<file path="src/rtl/modexp_ctrl_pkg.sv">
// Shared constants for the modular-exponentiation control registers.
// Assumes byte offsets of at least 12 bits; only offsets and bit positions
// that software or neighbouring logic decode are fixed here.
package modexp_ctrl_pkg;

    localparam logic [11:0] OFS_START = 12'h000;
    localparam logic [11:0] OFS_CMD   = 12'h048;
    localparam logic [11:0] OFS_SRC   = 12'h04C;
    localparam logic [11:0] OFS_LEN   = 12'h050;
    localparam logic [11:0] OFS_BITS  = 12'h058;
    localparam logic [11:0] OFS_MASK  = 12'h3F8;
    localparam logic [11:0] OFS_STAT  = 12'h3FC;

    localparam int START_CORE  = 0;
    localparam int START_DMA   = 1;
    localparam int START_W     = 2;
    localparam int CMD_MODE_LO = 4;
    localparam int CMD_HOST    = 8;
    localparam int DONE_POS    = 1;

    localparam logic [1:0] MODE_RSA = 2'b11;

    typedef enum logic [2:0] {
        RS_NONE,
        RS_START,
        RS_CMD,
        RS_SRC,
        RS_LEN,
        RS_BITS,
        RS_MASK,
        RS_STAT
    } reg_sel_e;

endpackage

</file>
<file path="src/rtl/modexp_cfg_regs.sv">
// Configuration register storage, address decode and read mux.
// Assumes one access per cycle; read data is combinational from the address.
// Only implemented bits are stored; the rest read as zero.
module modexp_cfg_regs
    import modexp_ctrl_pkg::*;
#(
    parameter int ADDR_W = 12,
    parameter int DATA_W = 32
) (
    input  logic                clk,
    input  logic                rst_n,
    input  logic                wr_en,
    input  logic                rd_en,
    input  logic [ADDR_W-1:0]   addr,
    input  logic [DATA_W-1:0]   wdata,
    input  logic                done_flag,
    output logic [START_W-1:0]  start_q,
    output logic [1:0]          mode_q,
    output logic                host_q,
    output logic [DATA_W-1:0]   src_q,
    output logic [DATA_W-1:0]   len_q,
    output logic [DATA_W-1:0]   bits_q,
    output logic                mask_q,
    output logic                stat_clr,
    output logic [DATA_W-1:0]   rdata
);

    reg_sel_e sel;

    // Decode the byte offset into a register select.
    always_comb begin
        if      (addr == ADDR_W'(OFS_START)) sel = RS_START;
        else if (addr == ADDR_W'(OFS_CMD))   sel = RS_CMD;
        else if (addr == ADDR_W'(OFS_SRC))   sel = RS_SRC;
        else if (addr == ADDR_W'(OFS_LEN))   sel = RS_LEN;
        else if (addr == ADDR_W'(OFS_BITS))  sel = RS_BITS;
        else if (addr == ADDR_W'(OFS_MASK))  sel = RS_MASK;
        else if (addr == ADDR_W'(OFS_STAT))  sel = RS_STAT;
        else                                 sel = RS_NONE;
    end

    // Write-one-to-clear request for the done status bit.
    assign stat_clr = wr_en && (sel == RS_STAT) && wdata[DONE_POS];

    // Register writes; ownership resets to the host bus.
    always_ff @(posedge clk) begin
        if (!rst_n) begin
            start_q <= '0;
            mode_q  <= '0;
            host_q  <= 1'b1;
            src_q   <= '0;
            len_q   <= '0;
            bits_q  <= '0;
            mask_q  <= 1'b0;
        end else if (wr_en) begin
            case (sel)
                RS_START: start_q <= wdata[START_W-1:0];
                RS_CMD: begin
                    mode_q <= wdata[CMD_MODE_LO +: 2];
                    host_q <= wdata[CMD_HOST];
                end
                RS_SRC:  src_q  <= wdata;
                RS_LEN:  len_q  <= wdata;
                RS_BITS: bits_q <= wdata;
                RS_MASK: mask_q <= wdata[DONE_POS];
                default: ;
            endcase
        end
    end

    // Read mux; unmapped offsets and idle cycles return zero.
    always_comb begin
        rdata = '0;
        if (rd_en) begin
            case (sel)
                RS_START: rdata[START_W-1:0] = start_q;
                RS_CMD: begin
                    rdata[CMD_MODE_LO +: 2] = mode_q;
                    rdata[CMD_HOST]         = host_q;
                end
                RS_SRC:  rdata = src_q;
                RS_LEN:  rdata = len_q;
                RS_BITS: rdata = bits_q;
                RS_MASK: rdata[DONE_POS] = mask_q;
                RS_STAT: rdata[DONE_POS] = done_flag;
                default: ;
            endcase
        end
    end

endmodule

</file>
<file path="src/rtl/modexp_start_edge.sv">
// Rising-edge detector for the start bits: one pulse per 0-to-1 change.
// Assumes the level inputs are registers in the same clock domain.
module modexp_start_edge #(
    parameter int N = 2
) (
    input  logic         clk,
    input  logic         rst_n,
    input  logic [N-1:0] lvl,
    output logic [N-1:0] pulse
);

    for (genvar i = 0; i < N; i++) begin : g_bit
        logic prev_q;

        // Remember last cycle's level of this start bit.
        always_ff @(posedge clk) begin
            if (!rst_n) prev_q <= 1'b0;
            else        prev_q <= lvl[i];
        end

        assign pulse[i] = lvl[i] & ~prev_q;
    end

endmodule

</file>
<file path="src/rtl/modexp_done_irq.sv">
// Latches the core's done pulse and forms the masked level interrupt.
// Assumes done is a pulse; a set in the same cycle as a clear wins.
module modexp_done_irq (
    input  logic clk,
    input  logic rst_n,
    input  logic done_in,
    input  logic clr,
    input  logic mask_en,
    output logic done_flag,
    output logic irq
);

    // Sticky completion status, set has priority over clear.
    always_ff @(posedge clk) begin
        if (!rst_n) done_flag <= 1'b0;
        else        done_flag <= done_in | (done_flag & ~clr);
    end

    assign irq = done_flag & mask_en;

endmodule

</file>
<file path="src/rtl/modexp_ctrl_regs.sv">
// Top of the modular-exponentiation control register block.
// Assumes a single-master register bus with same-cycle read data and
// a done pulse from a core that was started by core_start.
module modexp_ctrl_regs
    import modexp_ctrl_pkg::*;
#(
    parameter int ADDR_W = 12,
    parameter int DATA_W = 32
) (
    input  logic              clk,
    input  logic              rst_n,
    input  logic              bus_sel,
    input  logic              bus_wr,
    input  logic [ADDR_W-1:0] bus_addr,
    input  logic [DATA_W-1:0] bus_wdata,
    output logic [DATA_W-1:0] bus_rdata,
    input  logic              core_done,
    output logic              dma_start,
    output logic              core_start,
    output logic              core_run,
    output logic              operand_mode_rsa,
    output logic              operand_host_own,
    output logic [DATA_W-1:0] dma_src_base,
    output logic [DATA_W-1:0] dma_byte_len,
    output logic [DATA_W/2-1:0] exp_bit_len,
    output logic [DATA_W/2-1:0] mod_bit_len,
    output logic              irq
);

    localparam int HALF_W = DATA_W / 2;

    logic               wr_en;
    logic               rd_en;
    logic [START_W-1:0] start_q;
    logic [START_W-1:0] start_pulse;
    logic [1:0]         mode_q;
    logic [DATA_W-1:0]  bits_q;
    logic               mask_q;
    logic               stat_clr;
    logic               done_flag;

    assign wr_en = bus_sel & bus_wr;
    assign rd_en = bus_sel & ~bus_wr;

    modexp_cfg_regs #(.ADDR_W(ADDR_W), .DATA_W(DATA_W)) u_regs (
        .clk       (clk),
        .rst_n     (rst_n),
        .wr_en     (wr_en),
        .rd_en     (rd_en),
        .addr      (bus_addr),
        .wdata     (bus_wdata),
        .done_flag (done_flag),
        .start_q   (start_q),
        .mode_q    (mode_q),
        .host_q    (operand_host_own),
        .src_q     (dma_src_base),
        .len_q     (dma_byte_len),
        .bits_q    (bits_q),
        .mask_q    (mask_q),
        .stat_clr  (stat_clr),
        .rdata     (bus_rdata)
    );

    modexp_start_edge #(.N(START_W)) u_edge (
        .clk   (clk),
        .rst_n (rst_n),
        .lvl   (start_q),
        .pulse (start_pulse)
    );

    modexp_done_irq u_irq (
        .clk       (clk),
        .rst_n     (rst_n),
        .done_in   (core_done),
        .clr       (stat_clr),
        .mask_en   (mask_q),
        .done_flag (done_flag),
        .irq       (irq)
    );

    assign core_start       = start_pulse[START_CORE];
    assign dma_start        = start_pulse[START_DMA];
    assign core_run         = start_q[START_CORE];
    assign operand_mode_rsa = (mode_q == MODE_RSA);
    assign exp_bit_len      = bits_q[DATA_W-1 -: HALF_W];
    assign mod_bit_len      = bits_q[HALF_W-1:0];

endmodule

</file>
<file path="config.mk">
export PLATFORM = sky130hd
export DESIGN_NAME = modexp_ctrl_regs
export DESIGN_NICKNAME = d
export VERILOG_FILES = /design/src/rtl/modexp_ctrl_pkg.sv /design/src/rtl/modexp_cfg_regs.sv /design/src/rtl/modexp_start_edge.sv /design/src/rtl/modexp_done_irq.sv /design/src/rtl/modexp_ctrl_regs.sv
export SDC_FILE = /design/constraint.sdc
export NUM_CORES = 1
export LEC_CHECK = 0
export BUFFER_PORTS_ARGS = -buffer_cell sky130_fd_sc_hd__buf_2
export CAP_MARGIN = 40
export CORE_UTILIZATION = 25
export CTS_CLUSTER_SIZE = 24
export DETAILED_ROUTE_END_ITERATION = 7
export HOLD_SLACK_MARGIN = 0.15
export PLACE_DENSITY = 0.53
export RECOVER_POWER = 50
export SLEW_MARGIN = 20
export SYNTH_ARGS = -nofsm -noshare
export SYNTH_HDL_FRONTEND = slang
export SYNTH_SLANG_ARGS = --single-unit
</file>
<file path="constraint.sdc">
create_clock -name clk -period 4.1 [get_ports clk]
set_input_delay 1.23 -clock clk [delete_from_list [all_inputs] [get_ports clk]]
set_output_delay 1.23 -clock clk [all_outputs]
set_load 0.005 [all_outputs]
</file>
==> flow_summary_export.csv <==
group,metric,value,unit
finish,final_area,6477,µm²
pwr,powerDensity,309.7,nW/µm²
setup_path,cp_cell_sequence,"buf_2, nor4_4, buf_4, buf_4, and3_1, buf_4, a32o_1, o21a_1, buf_2",
setup_path,critPathMaxStageDelay,280,ps
sta,finalSetupViolCount,0,
route,drc,0,
global_route,grt_use_total,18.25,%
yosys,synth.most_common_cell,"nand2_1",
setup_path,reg2reg_slack,3430,ps
yosys,syn_inst,694,
place,dpl-instance-area,6271,µm²
yosys,yosys.area.top_type_share,42.13,%
yosys,syn-num-nets,743,
floorplanning,dieArea,20530,µm²
setup_path,cp.buffers_inverters,5,
global_route,grt.busiest_layer,"met2",
min_path,hold_start,"u_regs.len_q[12]$_SDFFE_PN0P_",
clock_tree,cts_root_buf,"clkbuf_16",
setup_path,timing.rr.end,"u_regs.mode_q[1]$_SDFFE_PN0P_",
sta,hold_viol,0,
route,wirelength,18.48,mm
pwr,p_leak,2.214,nW
clock_tree,clockBufferDepth,2,
route,via_per_inst,4.818,
min_path,holdPathStages,2,
clock_tree,clkTransAtPathRegs,60,ps
pwr,peakVddDrop,197.4,µV
sta,drv_slew,0,
yosys,synth.largest_area_cell,"dfxtp_1",
place,place.gp.congestion,0.8109,
global_route,grtUsageMet3,2.951,%
setup_path,r2r_cells,2,
floorplanning,num_rows,51,
floorplanning,ios,183,
route,drt.antenna.violating_nets,0,
setup_path,critPathLaunchType,"input port",
finish,fin_nets,907,
place,dp_hpwl,13.00,mm
yosys,synthFlopType,"dfxtp_1",
route,route.vias.total,5425,
finish,syn_to_final_growth,29.81,%
finish,fillCellCount,2216,
clock_tree,clk_latency,350,ps
sta,fin_worst_skew,5.609,ps
sta,tightestPinTransition,792.5,ps
floorplanning,die_width,143.3,µm
global_route,grt_pass1_wl,28.75,mm
sta,timing.fmax,250.7,MHz
global_route,grt_max_degree,59,
run,max-cap-violations,0,
sta,maxSlewHeadroom,47.17,%
yosys,synth-edff-count,0,
route,post_drt_wl_per_cell,16.41,µm
yosys,synth-seq-cells,105,
setup_path,cp.required,2870,ps
yosys,synth.distinct_cells,38,
setup_path,worstSetupEndpointType,"output port",
setup_path,cp.arrival,2760,ps
floorplanning,core_region_area,19530,µm²
setup_path,cpMaxStageDelayCell,"nor4_4",
global_route,grtUsageMet1,24.84,%
yosys,yosys_warnings,0,
setup_path,r2r-start,"u_regs.mode_q[1]$_SDFFE_PN0P_",
min_path,min_path_type,"flip-flop to flip-flop",
status,status,"complete, no violations",
sta,min_period_over_period,97.30,%
clock_tree,cts_tree,"yes",
sta,rsz0062_at_grt,"yes",
global_route,grt_use_met2,29.29,%
global_route,first_global_vias,5062,
yosys,ys_seq_area_share,42.13,%
global_route,antenna_found_initial,0,
setup_path,crit_top_cell,"buf_4",
yosys,syn_area_per_cell,7.190,µm²
clock_tree,clock_sinks,105,
sta,period_needed,3989,ps
floorplanning,initial_core_util,25.55,%
finish,drive_gt1_share,20.00,%
pwr,total_power,2.006,mW
yosys,netlist_area,4990,µm²
setup_path,worstSetupPathType,"input port to output port",
global_route,grt_remaining_overflow,0,
route,drt-pass1-iter-count,5,
min_path,holdPathEnd,"u_regs.len_q[12]$_SDFFE_PN0P_",
clock_tree,numCtsBuffers,9,
yosys,synth_common_cells,"nand2_1 (229), a21oi_1 (129), dfxtp_1 (105), nand3_1 (66), clkbuf_1 (36)",
yosys,postSynth.asyncResetShare,0,%
route,first_iter_violations,297,
yosys,synth_area_leaders,"dfxtp_1 (42%), nand2_1 (17%), a21oi_1 (13%), nand3_1 (6.6%), a21o_1 (4.2%)",
clock_tree,h-tree-depth,3,
sta,hold_slack,461.8,ps
setup_path,cpLargestDelayFamily,"buffers and inverters",
setup_path,worstPathMaxFanout,7,
floorplanning,dieHeight,143.3,µm
place,port-buffer-count,182,
## cell type report
cell class / instances / area (µm²) / area share (%)
multi-input cells: 523 / 2616 / 40.39
diodes: 1 / 2.502 / 0.03863
well taps: 265 / 331.6 / 5.119
clock buffers: 10 / 239.0 / 3.689
clock inverters: 3 / 43.79 / 0.6761
repair buffers: 216 / 1131 / 17.46
flip-flops and latches: 105 / 2102 / 32.45
inverters: 3 / 11.26 / 0.1738
## sequential cells by signal, indices dropped and copies added, names as in the netlist
register and cells:
u_regs.len_q 32, u_regs.bits_q 32, u_edge.g_bit.prev_q 2, u_irq.done_flag 1, u_regs.mask_q 1, u_regs.start_q 2
u_regs.host_q 1, u_regs.mode_q 2, u_regs.src_q 32
## tightest hold or removal path, stage by stage, from the launching register on
cell	delay (ps)
dfxtp_1	320
nand2_1	50
a21oi_1	50
## layout by cell type (no fill, tap or decap), types with 4 or more instances in the layout
cell type / instances
nor2_1: 7
clkbuf_1: 66
and4_1: 7
mux2i_1: 5
a21oi_1: 129
clkbuf_16: 9
buf_2: 113
o21ai_0: 5
dfxtp_1: 105
buf_12: 4
nand3_1: 66
nand4_1: 7
a21o_1: 28
nand2_1: 229
buf_4: 30
## logic make-up (layout without fill, tap and decap cells)
logic type / after synthesis / after routing / synth area share [%]
simple gates: 340 / 340 / 30.44
flops: 105 / 105 / 42.13
compound gates: 177 / 177 / 20.39
mux: 5 / 5 / 1.003
other cells: 0 / 1 / 0
buf+inv: 66 / 232 / 5.868
xor+xnor: 1 / 1 / 0.1756
## worst max-delay path by stage
stage                 from            end  slack, ps  depth (start not counted)
5_1_grt        bus_addr[5]   bus_rdata[1]         -6                          7
6_report       bus_addr[5]   bus_rdata[5]        110                          9
2_1_floorplan  bus_addr[1]   bus_rdata[1]        360                          4
4_1_cts        bus_addr[1]  bus_rdata[16]         90                          8
3_3_place_gp   bus_addr[5]   bus_rdata[1]         90                          7
3_5_place_dp   bus_addr[1]  bus_rdata[16]         90                          8
## what timing repair did
action	CTS	global route
hold endpoints to repair	0	0
gates resized for setup	0	2
setup endpoints to repair	0	2
buffers inserted	0	0
hold buffers	0	0
## where the power goes
group          internal (mW)  switching (mW)  leakage (nW)
Combinational         0.0364          0.0786          1.23
Sequential              1.02        0.000491         0.846
Clock                  0.481           0.390         0.140
## stage by stage
| step | setup TNS, ps | setup slack, ps | std cells | util [%] |
|---|---|---|---|---|
| 2_1_floorplan | 0 | 363.5 | 694 | - |
| 3_3_place_gp | 0 | 90.31 | 1112 | 32.12 |
| 3_5_place_dp | 0 | 90.91 | 1112 | 32.12 |
| 4_1_cts | 0 | 90.89 | 1125 | 33.56 |
| 5_1_grt | -5.964 | -5.964 | 1125 | 33.16 |
| 6_report | 0 | 110.8 | 1126 | 33.17 |
## layer usage
metal  wire (µm)  up-vias
met3         932       18
met5           0        -
met4         250        0
met2        8463      178
li1            -     2684
met1        8829     2545
No activity file was read; power rests on OpenSTA's default activity.
